`src/rtl/irqc_pkg.sv`:
```
package irqc_pkg;
  localparam logic [7:0] OFS_EN_SET = 8'h00;
  localparam logic [7:0] OFS_EN_CLR = 8'h04;
  localparam logic [7:0] OFS_PD_SET = 8'h08;
  localparam logic [7:0] OFS_PD_CLR = 8'h0C;
  localparam logic [7:0] OFS_ACT    = 8'h10;
  localparam logic [7:0] OFS_TYPE   = 8'h14;

  typedef struct packed {
    logic en_set;
    logic en_clr;
    logic pd_set;
    logic pd_clr;
  } wr_strobe_t;
endpackage

```
`src/rtl/irqc_sampler.sv`:
```
module irqc_sampler #(
  parameter int N = 32
) (
  input  logic         clk,
  input  logic         rst_n,
  input  logic [N-1:0] irq_i,
  output logic [N-1:0] lvl_o,
  output logic [N-1:0] rise_o
);
  logic [N-1:0] smp_q, prv_q;

  always_ff @(posedge clk or negedge rst_n) begin
    if (!rst_n) begin
      smp_q <= '0;
      prv_q <= '0;
    end else begin
      smp_q <= irq_i;
      prv_q <= smp_q;
    end
  end

  assign lvl_o  = smp_q;
  assign rise_o = smp_q & ~prv_q;
endmodule

```
`src/rtl/irqc_bus_if.sv`:
```
module irqc_bus_if
  import irqc_pkg::*;
#(
  parameter int N      = 32,
  parameter int ADDR_W = 8,
  parameter int DATA_W = 32
) (
  input  logic              bus_sel,
  input  logic              bus_wr,
  input  logic [ADDR_W-1:0] bus_addr,
  input  logic [N-1:0]      en_q,
  input  logic [N-1:0]      pend_q,
  input  logic [N-1:0]      act_q,
  output wr_strobe_t        stb_o,
  output logic [DATA_W-1:0] rdata_o
);
  logic [7:0] ofs;
  logic       wr_en, rd_en;

  assign ofs   = 8'(bus_addr);
  assign wr_en = bus_sel & bus_wr;
  assign rd_en = bus_sel & ~bus_wr;

  always_comb begin
    stb_o.en_set = wr_en && (ofs == OFS_EN_SET);
    stb_o.en_clr = wr_en && (ofs == OFS_EN_CLR);
    stb_o.pd_set = wr_en && (ofs == OFS_PD_SET);
    stb_o.pd_clr = wr_en && (ofs == OFS_PD_CLR);
  end

  always_comb begin
    rdata_o = '0;
    if (rd_en) begin
      case (ofs)
        OFS_EN_SET, OFS_EN_CLR: rdata_o[N-1:0] = en_q;
        OFS_PD_SET, OFS_PD_CLR: rdata_o[N-1:0] = pend_q;
        OFS_ACT:                rdata_o[N-1:0] = act_q;
        OFS_TYPE:               rdata_o        = DATA_W'(N);
        default:                rdata_o        = '0;
      endcase
    end
  end
endmodule

```
`src/rtl/irqc_pick.sv`:
```
module irqc_pick #(
  parameter int N  = 32,
  parameter int IW = 5
) (
  input  logic [N-1:0]  pend_q,
  input  logic [N-1:0]  en_q,
  input  logic [N-1:0]  act_q,
  output logic          valid_o,
  output logic [IW-1:0] id_o
);
  logic [N-1:0] cand;

  assign cand = pend_q & en_q & ~act_q;

  always_comb begin
    id_o = '0;
    for (int i = N - 1; i >= 0; i--) begin
      if (cand[i]) id_o = IW'(i);
    end
  end

  assign valid_o = (|cand) & ~(|act_q);
endmodule

```
`src/rtl/irq_state_ctrl.sv`:
```
module irq_state_ctrl
  import irqc_pkg::*;
#(
  parameter int                  NUM_LINES = 32,
  parameter int                  ADDR_W    = 8,
  parameter int                  DATA_W    = 32,
  parameter logic [NUM_LINES-1:0] EN_TIE_LO = '0,
  parameter logic [NUM_LINES-1:0] EN_TIE_HI = '0,
  localparam int                 ID_W      = (NUM_LINES > 1) ? $clog2(NUM_LINES) : 1
) (
  input  logic                 clk,
  input  logic                 rst_n,
  input  logic [NUM_LINES-1:0] irq_i,
  input  logic                 bus_sel,
  input  logic                 bus_wr,
  input  logic [ADDR_W-1:0]    bus_addr,
  input  logic [DATA_W-1:0]    bus_wdata,
  output logic [DATA_W-1:0]    bus_rdata,
  output logic                 req_valid,
  output logic [ID_W-1:0]      req_id,
  input  logic                 take_i,
  input  logic                 eret_i
);
  localparam logic [NUM_LINES-1:0] EN_RST = EN_TIE_HI & ~EN_TIE_LO;

  logic [NUM_LINES-1:0] en_q, en_d;
  logic [NUM_LINES-1:0] pend_q, pend_d;
  logic [NUM_LINES-1:0] act_q, act_d;
  logic [NUM_LINES-1:0] lvl, rise, wmask, sel_oh;
  logic                 take_ok, en_ld, act_ld;
  wr_strobe_t           stb;

  irqc_sampler #(.N(NUM_LINES)) u_smp (
    .clk    (clk),
    .rst_n  (rst_n),
    .irq_i  (irq_i),
    .lvl_o  (lvl),
    .rise_o (rise)
  );

  irqc_bus_if #(.N(NUM_LINES), .ADDR_W(ADDR_W), .DATA_W(DATA_W)) u_bus (
    .bus_sel  (bus_sel),
    .bus_wr   (bus_wr),
    .bus_addr (bus_addr),
    .en_q     (en_q),
    .pend_q   (pend_q),
    .act_q    (act_q),
    .stb_o    (stb),
    .rdata_o  (bus_rdata)
  );

  irqc_pick #(.N(NUM_LINES), .IW(ID_W)) u_pick (
    .pend_q  (pend_q),
    .en_q    (en_q),
    .act_q   (act_q),
    .valid_o (req_valid),
    .id_o    (req_id)
  );

  assign wmask   = bus_wdata[NUM_LINES-1:0];
  assign take_ok = take_i & req_valid;
  assign sel_oh  = take_ok ? (NUM_LINES'(1) << req_id) : '0;
  assign en_ld   = stb.en_set | stb.en_clr;
  assign act_ld  = take_ok | eret_i;

  // Enable next state: set, then clear, then the tied bits override.
  always_comb begin
    en_d = en_q;
    if (stb.en_set) en_d = en_d | wmask;
    if (stb.en_clr) en_d = en_d & ~wmask;
    en_d = (en_d & ~EN_TIE_LO) | EN_TIE_HI;
  end

  // Pending next state: the clear sources go first and the set sources win.
  always_comb begin
    pend_d = pend_q;
    if (stb.pd_clr) pend_d = pend_d & ~wmask;
    pend_d = pend_d & ~sel_oh;
    if (stb.pd_set) pend_d = pend_d | wmask;
    pend_d = pend_d | rise;
    if (eret_i) pend_d = pend_d | (act_q & lvl);
  end

  // Active next state: a return clears it and an accepted request sets it.
  always_comb begin
    act_d = act_q;
    if (eret_i) act_d = '0;
    act_d = act_d | sel_oh;
  end

  always_ff @(posedge clk or negedge rst_n) begin
    if (!rst_n) begin
      en_q   <= EN_RST;
      pend_q <= '0;
      act_q  <= '0;
    end else begin
      if (en_ld)  en_q  <= en_d;
      pend_q <= pend_d;
      if (act_ld) act_q <= act_d;
    end
  end
endmodule

```
`config.mk`:
```
export PLATFORM = sky130hd
export DESIGN_NAME = irq_state_ctrl
export DESIGN_NICKNAME = d
export VERILOG_FILES = /design/src/rtl/irqc_pkg.sv /design/src/rtl/irqc_sampler.sv /design/src/rtl/irqc_bus_if.sv /design/src/rtl/irqc_pick.sv /design/src/rtl/irq_state_ctrl.sv
export SDC_FILE = /design/constraint.sdc
export NUM_CORES = 1
export LEC_CHECK = 0
export ABC_AREA = 0
export BUFFER_PORTS_ARGS = -buffer_cell sky130_fd_sc_hd__buf_2
export CORE_UTILIZATION = 57
export DETAILED_ROUTE_END_ITERATION = 6
export GPL_TIMING_DRIVEN = 0
export PLACE_DENSITY = 0.8
export SLEW_MARGIN = 20
export SYNTH_ARGS = -nofsm -noshare
export SYNTH_HDL_FRONTEND = slang
export SYNTH_HIERARCHICAL = 1
export SYNTH_SLANG_ARGS = --single-unit
```
`constraint.sdc`:
```
create_clock -name clk -period 3.14 [get_ports clk]
set_input_delay 0.314 -clock clk [delete_from_list [all_inputs] [get_ports clk]]
set_output_delay 0.314 -clock clk [all_outputs]
set_load 0.01 [all_outputs]
```
==> results of run 1 <==
[per-layer routing]
metal / routed length (um) / vias to the layer above / global-route usage [%] / part of all wire (%)
met1: 9130 / 3394 / 42.2 / 41
met3: 1900 / 46 / 8.46 / 8.6
li1: - / 3125 / - / -
met4: 578 / 0 / 14.1 / 2.6
met2: 10500 / 353 / 51.5 / 48
met5: 0 / - / 0 / 0
[through the flow]
stage	hold WS (ps)	instances	instance area (um^2)	setup TNS (ps)	power (mW)
3_5_place_dp	293	1075	8730	0	3.17
4_1_cts	77.2	1140	9670	0	5.32
5_1_grt	85.1	1140	9670	0	5.51
6_report	84.7	1141	9670	0	5.33
2_1_floorplan	18.4	784	7900	0	2.83
3_3_place_gp	390	1074	8690	-101200	3.15
[synthesized netlist by cell type, types with 12 or more instances]
cell type and number:
nor2_1 46, nand3_1 37, mux2_2 32, nand3b_1 23
inv_1 34, a21oi_1 102, dfrtp_1 160, o21ai_0 37
clkbuf_1 12, a31o_1 32, buf_2 14, nor2b_4 32
nand2_1 112, a22oi_1 31
[cells by family (layout without fill, tap and decap cells)]
kind of cell	count (synthesis)	count (layout)	share of synthesized area, %
and+or+nand+nor	304	304	23.6
AOI/OAI and AO/OA	219	219	17.0
DFF	160	160	50.7
buffers and inverters	69	249	4.17
muxes	32	32	4.56
other	0	1	0
[report_power, final]
group | internal, mW | switching [mW] | total (mW)
Sequential | 2.19 | 0.129 | 2.32
Combinational | 0.386 | 0.497 | 0.883
Clock | 1.31 | 0.823 | 2.13
[flip-flops by register name, summed over array words and instances, names as in the netlist, named ones only]
register     flops
u_smp/prv_q     32
en_q            31
pend_q          32
u_smp/lvl_o     32
act_q           32
[what timing repair did]
item	CTS	global route
gates resized for setup	0	1
setup endpoints to repair	0	8
hold buffers	33	0
hold endpoints to repair	97	0
[final timing paths]
path / from / end / slack, ps / depth (start not counted)
setup / recovery: act_q[30]$_DFFE_PN0P_ / req_id[1] / 210 / 7
hold / removal: bus_wdata[9] / en_q[9]$_DFFE_PN0P_ / 80 / 2
setup reg to reg: act_q[30]$_DFFE_PN0P_ / pend_q[31]$_DFF_PN0_ / 270 / 10
hold reg to reg: u_smp/lvl_o[27]$_DFF_PN0_ / u_smp/prv_q[27]$_DFF_PN0_ / 400 / 0
max in group asynchronous: rst_n / u_smp/prv_q[31]$_DFF_PN0_ / 1910 / 3
min in group asynchronous: rst_n / u_smp/lvl_o[23]$_DFF_PN0_ / 410 / 2
[worst register-to-register path, stage by stage (launching register included)]
cell,delay [ps]
dfrtp_1,460
nand3b_4,190
a221o_1,330
and3b_1,200
o31ai_2,220
a31oi_1,150
o22ai_1,400
and3_1,220
buf_2,210
nand2_1,150
a31o_1,230
[final cells by class]
type	count	area [um^2]	area share, %
Multi-Input combinational cell	555	3570	36.9
Clock inverter	9	131	1.36
Timing Repair Buffer	148	938	9.70
Inverter	34	128	1.32
Clock buffer	23	478	4.94
Sequential cell	160	4000	41.4
Antenna cell	1	2.50	0.0259
Tap cell	176	220	2.28
Buffer	35	201	2.08
==> summary.md, run 1 <==
| Metric | Value |
|---|---|
| Outcome | finished, final reports clean |
| GPL Wtd Cong | 0.934 |
| Crit Path Class | flip-flop to output port |
| Total Wirelength | 22100 um |
| Synth Flop Type | dfrtp_1 |
| Clock sinks | 160 |
| Remaining DRCs | 0 |
| Area grow syn2layout | 22.5% |
| Syn_nets | 862 |
| Fmax achieved | 0.341 GHz |
| Startpoint types | flip-flop |
| EDFF count, synth | 0 |
| First-pass GRT wire length | 35400 um |
| Share of cells above drive strength 1 | 24.7% |
| Clock slew at reported path FFs | 60 ps |
| Pre-CTS setup slack | 207 ps |
| Clock Tree Buf Depth | 2 |
| CTS tree | built |
| Final setup violation count | 0 |
| Buffers on Ports | 114 |
| Worst path required time | 2830 ps |
| Largest net degree at the start of global routing | 96 |
| Final Slew Violations | 0 |
| Synth top area share | 50.7% |
| Max Cap Viol | 0 |
| Worst Max-Slew Pin Slew | 754 ps |
| VDD IR-drop max | 0.466 mV |
| CP cell instances | nand3b_4, a221o_1, and3b_1, o31ai_2, a31oi_1, o22ai_1, buf_2 |
| Total gr overflow | 0 |
| Syn Inst Count | 784 |
| CTS Root Buffer Type | clkbuf_16 |
| HPWL after DPL | 15000 um |
| Final antenna-violating net count | 0 |
| Cts bufs inserted | 17 |
| Fillers | 1001 |
| WL/cell | 19.4 um |
| Largest stage delay, worst path | 460 ps |
| Setup bufs post-CTS | 0 |
| Total track usage | 32.5% |
| Crit path time final | 2930 ps |
| Vias in the first global route | 6884 |
| Iteration-0 DRC Markers | 603 |
| Clock skew | 7.90 ps |
| Chip width | 120 um |
| Distinct cells, synth | 48 |
| Commonest non-fill, non-tap cells in the layout | dfrtp_1 (160), buf_2 (127), nand2_1 (112) |
| Yosys top cell by area | dfrtp_1 |
| Max-slew headroom | 49.7% |
| Core Rows | 42 |
| Hold Path Class | primary input to flip-flop |
| I/O pin count | 116 |
| Sequential area share after synthesis | 50.7% |
| DR vias/cell | 6.06 |
| RSZ-0062 raised after global routing | false |
| DR vias | 6918 |
| Final Util | 72.2% |
| Yosys warns | 6 |
| Worst Path Arrival | 2620 ps |
| Chip Height | 120 um |
| Nets | 1029 |
| Top delay family on crit path | compound AO/OA/AOI/OAI gates |
| Die area | 14300 um^2 |
| Crit share post-route | 93.4% |
| Avg Cell Area, Syn | 10.1 um^2 |
| Crit-path max FO | 6 |
| CTS H-Tree Depth | 4 |
| Pleak | 4.31 nW |
| 1st-pass router iterations | 7 |
| Power Dens Cells | 551 nW/um^2 |
| CP max-delay cell | dfrtp_1 |
| Final hold violations | 0 |
| Clk Latency, worst-skew pair | 430 ps |
| Final setup margin | 206 ps |
| Initial antenna violation count | 1 |
| Largest cells by area after synthesis | dfrtp_1 (51%), a21oi_1 (6.5%), nor2b_4 (5.6%) |
| CP endpoint kind | output port |
| Post-Synthesis Cell Area | 7900 um^2 |
| Core area | 13400 um^2 |
| Synth async-reset ratio | 100% |
| #FFs+latches synth | 160 |
| Most common cell after layout, fill and taps aside | dfrtp_1 |
| Buf/Inv on CP | 1 |
| Starting Density | 58.9% |
No activity file was read; power rests on OpenSTA's default activity.
==> run 2, diff against run 1 <==
--- a/config.mk
+++ b/config.mk
@@ -7,10 +7,11 @@
 export LEC_CHECK = 0
 export ABC_AREA = 0
 export BUFFER_PORTS_ARGS = -buffer_cell sky130_fd_sc_hd__buf_2
-export CORE_UTILIZATION = 57
+export CORE_UTILIZATION = 59
+export CTS_BUF_LIST = sky130_fd_sc_hd__clkbuf_8
 export DETAILED_ROUTE_END_ITERATION = 6
 export GPL_TIMING_DRIVEN = 0
-export PLACE_DENSITY = 0.8
+export PLACE_DENSITY = 0.82
 export SLEW_MARGIN = 20
 export SYNTH_ARGS = -nofsm -noshare
 export SYNTH_HDL_FRONTEND = slang
==> run 2 against run 1 <==
Wire length down 2.1%. Via count down 2.0%. Sequential share of layout area up 0.98 points. Clock power down 28%. Die area down 3.3%. Largest cell class unchanged. Cell count down 0.70%.
==> summary.md, run 2 (synthesized netlist as in run 1, its figures left out) <==
| Metric | Value |
|---|---|
| Remaining DRCs | 0 (unchanged) |
| Clock skew | 7.99 ps (+0.0906 ps) |
| Most common cell after layout, fill and taps aside | dfrtp_1 |
| Vias in the first global route | 6879 (-0.073%) |
| CP cell instances | nand3b_4, a221o_1, and3b_1, o31ai_2, a31oi_1, o22ai_1, buf_2 |
| RSZ-0062 raised after global routing | false |
| Share of cells above drive strength 1 | 24.5% (-0.24 points) |
| Placed Instances | 1071 (-0.37%) |
| Non-filler cells, final | 1133 (-0.70%) |
| Final setup margin | 119 ps (-86.9 ps) |
| Largest net degree at the start of global routing | 85 (-11%) |
| Clock Tree Buf Depth | 2 (unchanged) |
| Worst Path Arrival | 2710 ps (+90 ps) |
| Diodes inserted | 0 (-1) |
| Total gr overflow | 0 (unchanged) |
| WL/cell | 19.1 um (-1.4%) |
| Core area | 12800 um^2 (-4.3%) |
| Final Slew Violations | 0 (unchanged) |
| Seq. cell area | 4000 um^2 (unchanged) |
| Die area | 13900 um^2 (-3.3%) |
| Outcome | finished, final reports clean |
| Power Dens Cells | 501 nW/um^2 (-9.2%) |
| Crit Path Class | flip-flop to output port |
| 1st-pass router iterations | 5 (-2) |
| Final setup violation count | 0 (unchanged) |
| First-pass GRT wire length | 35100 um (-0.88%) |
| Chip width | 118 um (-1.7%) |
| Total Wirelength | 21700 um (-2.1%) |
| DR vias | 6777 (-2.0%) |
| I/O pin count | 116 (unchanged) |
| Crit-path max FO | 6 (unchanged) |
| Multi-input logic area | 3570 um^2 (unchanged) |
| Worst Max-Slew Pin Slew | 724 ps (-30.2 ps) |
| Crit path time final | 3020 ps (+86.9 ps) |
| Chip Height | 118 um (-1.7%) |
| CTS tree | built |
| Pre-CTS setup slack | 204 ps (-2.82 ps) |
| Startpoint types | flip-flop |
| Initial antenna violation count | 0 (-1) |
| Nets | 1029 (unchanged) |
| Final Util | 73.7% (+1.5 points) |
| Final Cell Area | 9450 um^2 (-2.3%) |
| Clk Latency, worst-skew pair | 470 ps (+40 ps) |
| GPL Wtd Cong | 0.914 (-2.1%) |
| Placed Area | 8720 um^2 (about the same) |
| Core Rows | 41 (-2.4%) |
| Commonest non-fill, non-tap cells in the layout | dfrtp_1 (160), buf_2 (127), nand2_1 (112) |
| CP endpoint kind | output port |
| Final hold violations | 0 (unchanged) |
| Crit share post-route | 96.2% (+2.8 points) |
| Starting Density | 61.6% (+2.6 points) |
| Pleak | 4.23 nW (-1.8%) |
| Max Cap Viol | 0 (unchanged) |
| Hold Path Class | primary input to flip-flop |
| Final setup TNS | 0 ps (unchanged) |
| Cts bufs inserted | 17 (unchanged) |
| Hold WS | 51.3 ps (-33.3 ps) |
| Total track usage | 32.8% (+0.31 points) |
| CTS H-Tree Depth | 4 (unchanged) |
| DR vias/cell | 5.98 (-1.3%) |
| Total power | 4.73 mW (-11%) |
| Fmax achieved | 0.331 GHz (-2.9%) |
| CP max-delay cell | dfrtp_1 |
| Iteration-0 DRC Markers | 532 (-12%) |
| VDD IR-drop max | 0.401 mV (-14%) |
| Area grow syn2layout | 19.6% |
| Worst path required time | 2830 ps (about the same) |
| Setup bufs post-CTS | 0 (unchanged) |
| HPWL after DPL | 15000 um (-0.13%) |
| Clock sinks | 160 (unchanged) |
| Max-slew headroom | 51.6% (+1.9 points) |
| Largest stage delay, worst path | 470 ps (about the same) |
| Final antenna-violating net count | 0 (unchanged) |
| Clock slew at reported path FFs | 80 ps (+20 ps) |
| CTS Root Buffer Type | clkbuf_8 |
| Buffers on Ports | 114 (unchanged) |
| Fillers | 949 (-5.2%) |
==> run 2: cell types whose count changed in the layout (fill, tap and decap cells not counted), sizes merged <==
cell	delta
clkbuf	-3
clkinvlp	-2
clkinv	-1
diode	-1
inv	+3
==> run 2: repair_timing <==
item                       4_1_cts  5_1_grt
hold buffers                    33        0
hold endpoints to repair       108        0
setup endpoints to repair        0        5
gates resized for setup          0        1
==> run 2: worst max-delay path: cells and delay by family, from the launching register on <==
family                 cells  cell delay, ps
AOI/OAI and AO/OA          4            1140
buffers and inverters      1             240
DFF                        1             470
and+or+nand+nor            2             380
==> run 2: final timing paths <==
| path | startpoint | end | slack [ps] | cells past startpoint |
|---|---|---|---|---|
| worst max-delay path | act_q[30]$_DFFE_PN0P_ | req_id[1] | 120 | 7 |
| worst min-delay path | bus_wdata[24] | en_q[24]$_DFFE_PN0P_ | 50 | 2 |
| worst max register to register | act_q[30]$_DFFE_PN0P_ | pend_q[31]$_DFF_PN0_ | 200 | 10 |
| worst min register to register | u_smp/lvl_o[28]$_DFF_PN0_ | u_smp/prv_q[28]$_DFF_PN0_ | 410 | 0 |
| max in group asynchronous | rst_n | pend_q[8]$_DFF_PN0_ | 1930 | 3 |
| min in group asynchronous | rst_n | u_smp/prv_q[26]$_DFF_PN0_ | 400 | 2 |
==> run 2: area by class of cell <==
cell class,instances,share of cell area (%)
plain buffers,35,2.13
clock buffers,20,2.91
clock inverters,9,1.26
inverters,34,1.35
multi-input cells,555,37.8
flip-flops and latches,160,42.4
well taps,172,2.28
repair buffers,148,9.93
==> run 2: where the power goes <==
part	total [mW]	internal [mW]	leakage (nW)	switching [mW]
clock	1.54	0.824	0.210	0.720
combinational	0.879	0.386	2.10	0.493
sequential	2.31	2.18	1.92	0.125
total	4.73	3.39	4.23	1.34
==> run 2: metal layers <==
layer | part of all wire [%] | GRT usage [%]
met1 | 42 | 43.3
met2 | 47 | 51.5
met3 | 8.4 | 7.80
met4 | 2.7 | 14.9
met5 | 0 | 0
==> run 3, diff against run 2 <==
--- a/config.mk
+++ b/config.mk
@@ -9,6 +9,7 @@
 export BUFFER_PORTS_ARGS = -buffer_cell sky130_fd_sc_hd__buf_2
 export CORE_UTILIZATION = 59
 export CTS_BUF_LIST = sky130_fd_sc_hd__clkbuf_8
+export CTS_CLUSTER_SIZE = 40
 export DETAILED_ROUTE_END_ITERATION = 6
 export GPL_TIMING_DRIVEN = 0
 export PLACE_DENSITY = 0.82
==> constraint.sdc (replaced) <==
create_clock -name clk -period 3.12 [get_ports clk]
set_input_delay 0.312 -clock clk [delete_from_list [all_inputs] [get_ports clk]]
set_output_delay 0.312 -clock clk [all_outputs]
set_load 0.01 [all_outputs]
==> run 3 against run 2 <==
Die area did not move. Clock-buffer cell count stayed put. Cell count unchanged. Register-to-register slack better by 70 ps. Utilization barely moved. Sequential power is essentially flat. Largest cell class unchanged.
==> summary.md, run 3 (synthesized netlist as in run 1, its figures left out) <==
| Metric | Value |
|---|---|
| Placed Area | 8720 um^2 (unchanged) |
| Crit Path Class | flip-flop to output port |
| Total gr overflow | 0 (unchanged) |
| Final hold violations | 0 (unchanged) |
| Hold Startpoint | bus_wdata[9] |
| CTS H-Tree Depth | 4 (unchanged) |
| Crit path launch | act_q[24]$_DFFE_PN0P_ |
| Final Cell Area | 9460 um^2 (about the same) |
| Iteration-0 DRC Markers | 560 (+5.3%) |
| Worst Path Arrival | 2600 ps (-110 ps) |
| CTS Root Buffer Type | clkbuf_8 |
| Max-slew headroom | 52.3% (+0.63 points) |
| Final Slew Violations | 0 (unchanged) |
| Most common cell after layout, fill and taps aside | dfrtp_1 |
| Chip width | 118 um (unchanged) |
| Total track usage | 32.8% (unchanged) |
| CP max-delay cell | dfrtp_1 |
| Crit share post-route | 93.4% |
| Total Wirelength | 21800 um (+0.56%) |
| Max Cap Viol | 0 (unchanged) |
| HPWL after DPL | 15000 um (unchanged) |
| Vias in the first global route | 6879 (unchanged) |
| Remaining DRCs | 0 (unchanged) |
| First-pass GRT wire length | 35100 um (unchanged) |
| Largest stage delay, worst path | 440 ps (-30 ps) |
| Placed Instances | 1071 (unchanged) |
| Cts bufs inserted | 17 (unchanged) |
| Clock slew at reported path FFs | 80 ps (about the same) |
| Crit-path max FO | 9 (+3) |
| Commonest non-fill, non-tap cells in the layout | dfrtp_1 (160), buf_2 (127), nand2_1 (112) |
| Largest net degree at the start of global routing | 85 (unchanged) |
| Non-filler cells, final | 1133 (unchanged) |
| Clock Tree Buf Depth | 2 (unchanged) |
| Clk Latency, worst-skew pair | 470 ps (about the same) |
| Initial antenna violation count | 0 (unchanged) |
| Chip Height | 118 um (unchanged) |
| CTS tree | built |
| Fillers | 950 (+0.11%) |
| GPL Wtd Cong | 0.914 (unchanged) |
| Outcome | finished, final reports clean |
| DR vias | 6771 (-0.089%) |
| Nets | 1029 (unchanged) |
| Worst path required time | 2810 ps (-20 ps) |
| Final antenna-violating net count | 0 (unchanged) |
| CP cell instances | and3b_2, or3_1, a41oi_1, o21ai_1, a21oi_2, buf_2 |
| Crit path time final | 2910 ps |
| Share of cells above drive strength 1 | 24.6% (+0.10 points) |
| Core Rows | 41 (unchanged) |
| Diodes inserted | 0 (unchanged) |
| Worst Max-Slew Pin Slew | 715 ps (-9.47 ps) |
| Startpoint types | flip-flop |
| Setup bufs post-CTS | 0 (unchanged) |
| Pleak | 4.23 nW (about the same) |
| Buffers on Ports | 114 (unchanged) |
| Area grow syn2layout | 19.7% (about the same) |
| WL/cell | 19.2 um (+0.56%) |
| Starting Density | 61.6% (unchanged) |
| Clock sinks | 160 (unchanged) |
| VDD IR-drop max | 0.403 mV (+0.51%) |
| CP endpoint kind | output port |
| RSZ-0062 raised after global routing | false |
| 1st-pass router iterations | 6 (+1) |
| Fmax achieved | 0.343 GHz |
| Power Dens Cells | 504 nW/um^2 (+0.68%) |
| Clock skew | 7.24 ps (-0.756 ps) |
| Final setup violation count | 0 (unchanged) |
| DR vias/cell | 5.98 (about the same) |
| Die area | 13900 um^2 (unchanged) |
| Worst r2r src | act_q[24]$_DFFE_PN0P_ |
| Hold Path Class | primary input to flip-flop |
| I/O pin count | 116 (unchanged) |
| Core area | 12800 um^2 (unchanged) |
==> run 3: cell counts in the layout (fill, tap and decap cells not counted) <==
No cell type changed its count.
==> run 3: area by class of cell <==
type                            count  area (um^2)  area share [%]
Clock inverter                      9          119            1.26
Tap cell                          172          215            2.28
Multi-Input combinational cell    555         3580            37.8
Buffer                             35          201            2.13
Sequential cell                   160         4000            42.3
Timing Repair Buffer              148          938            9.92
Clock buffer                       20          275            2.91
Inverter                           34          128            1.35
==> run 3: final timing paths <==
| kind | endpoint | cells past startpoint | slack [ps] |
|---|---|---|---|
| setup / recovery | req_id[0] | 6 | 210 |
| hold / removal | en_q[9]$_DFFE_PN0P_ | 2 | 50 |
| setup reg to reg | pend_q[25]$_DFF_PN0_ | 8 | 270 |
| hold reg to reg | u_smp/prv_q[28]$_DFF_PN0_ | 0 | 410 |
| max in group asynchronous | act_q[8]$_DFFE_PN0P_ | 3 | 1910 |
| min in group asynchronous | u_smp/prv_q[26]$_DFF_PN0_ | 2 | 400 |
==> run 3: critical path, delay by kind of cell, from the launching register on <==
kind                   cells  cell delay [ps]
AOI/OAI and AO/OA          3              790
DFF                        1              440
buffers and inverters      1              230
and+or+nand+nor            2              650
==> run 3: metal layers <==
metal,up-vias,part of all wire (%),track usage [%]
li1,3127,-,-
met1,3277,42,43.3
met2,321,47,51.5
met3,46,8.6,7.80
met4,0,2.7,14.9
met5,-,0,0
==> run 3: where the power goes <==
group / leakage [nW] / internal (mW) / switching [mW] / total [mW]
Clock: 0.210 / 0.830 / 0.726 / 1.56
Combinational: 2.10 / 0.390 / 0.498 / 0.888
Sequential: 1.92 / 2.20 / 0.126 / 2.32
Total: 4.23 / 3.42 / 1.35 / 4.77
==> run 3: per-stage QoR <==
stage | hold slack [ps] | TNS, ps | worst slack [ps] | utilization (%) | power [mW]
floorplan | 16.4 | 0 | 640 | - | 2.85
global route | 43.6 | 0 | 92.8 | 73.7 | 4.95
detailed placement | 320 | 0 | 184 | 68.0 | 3.19
global placement | 385 | -99560 | -634 | 67.7 | 3.17
finish | 49.7 | 0 | 207 | 73.7 | 4.77
CTS | 32.3 | 0 | 15.3 | 73.7 | 4.76
==> run 3: what timing repair did <==
action,CTS,global route
resized for setup,0,2
endpoints found under the setup margin,0,8
endpoints found under the hold margin,108,0
hold buffers,33,0
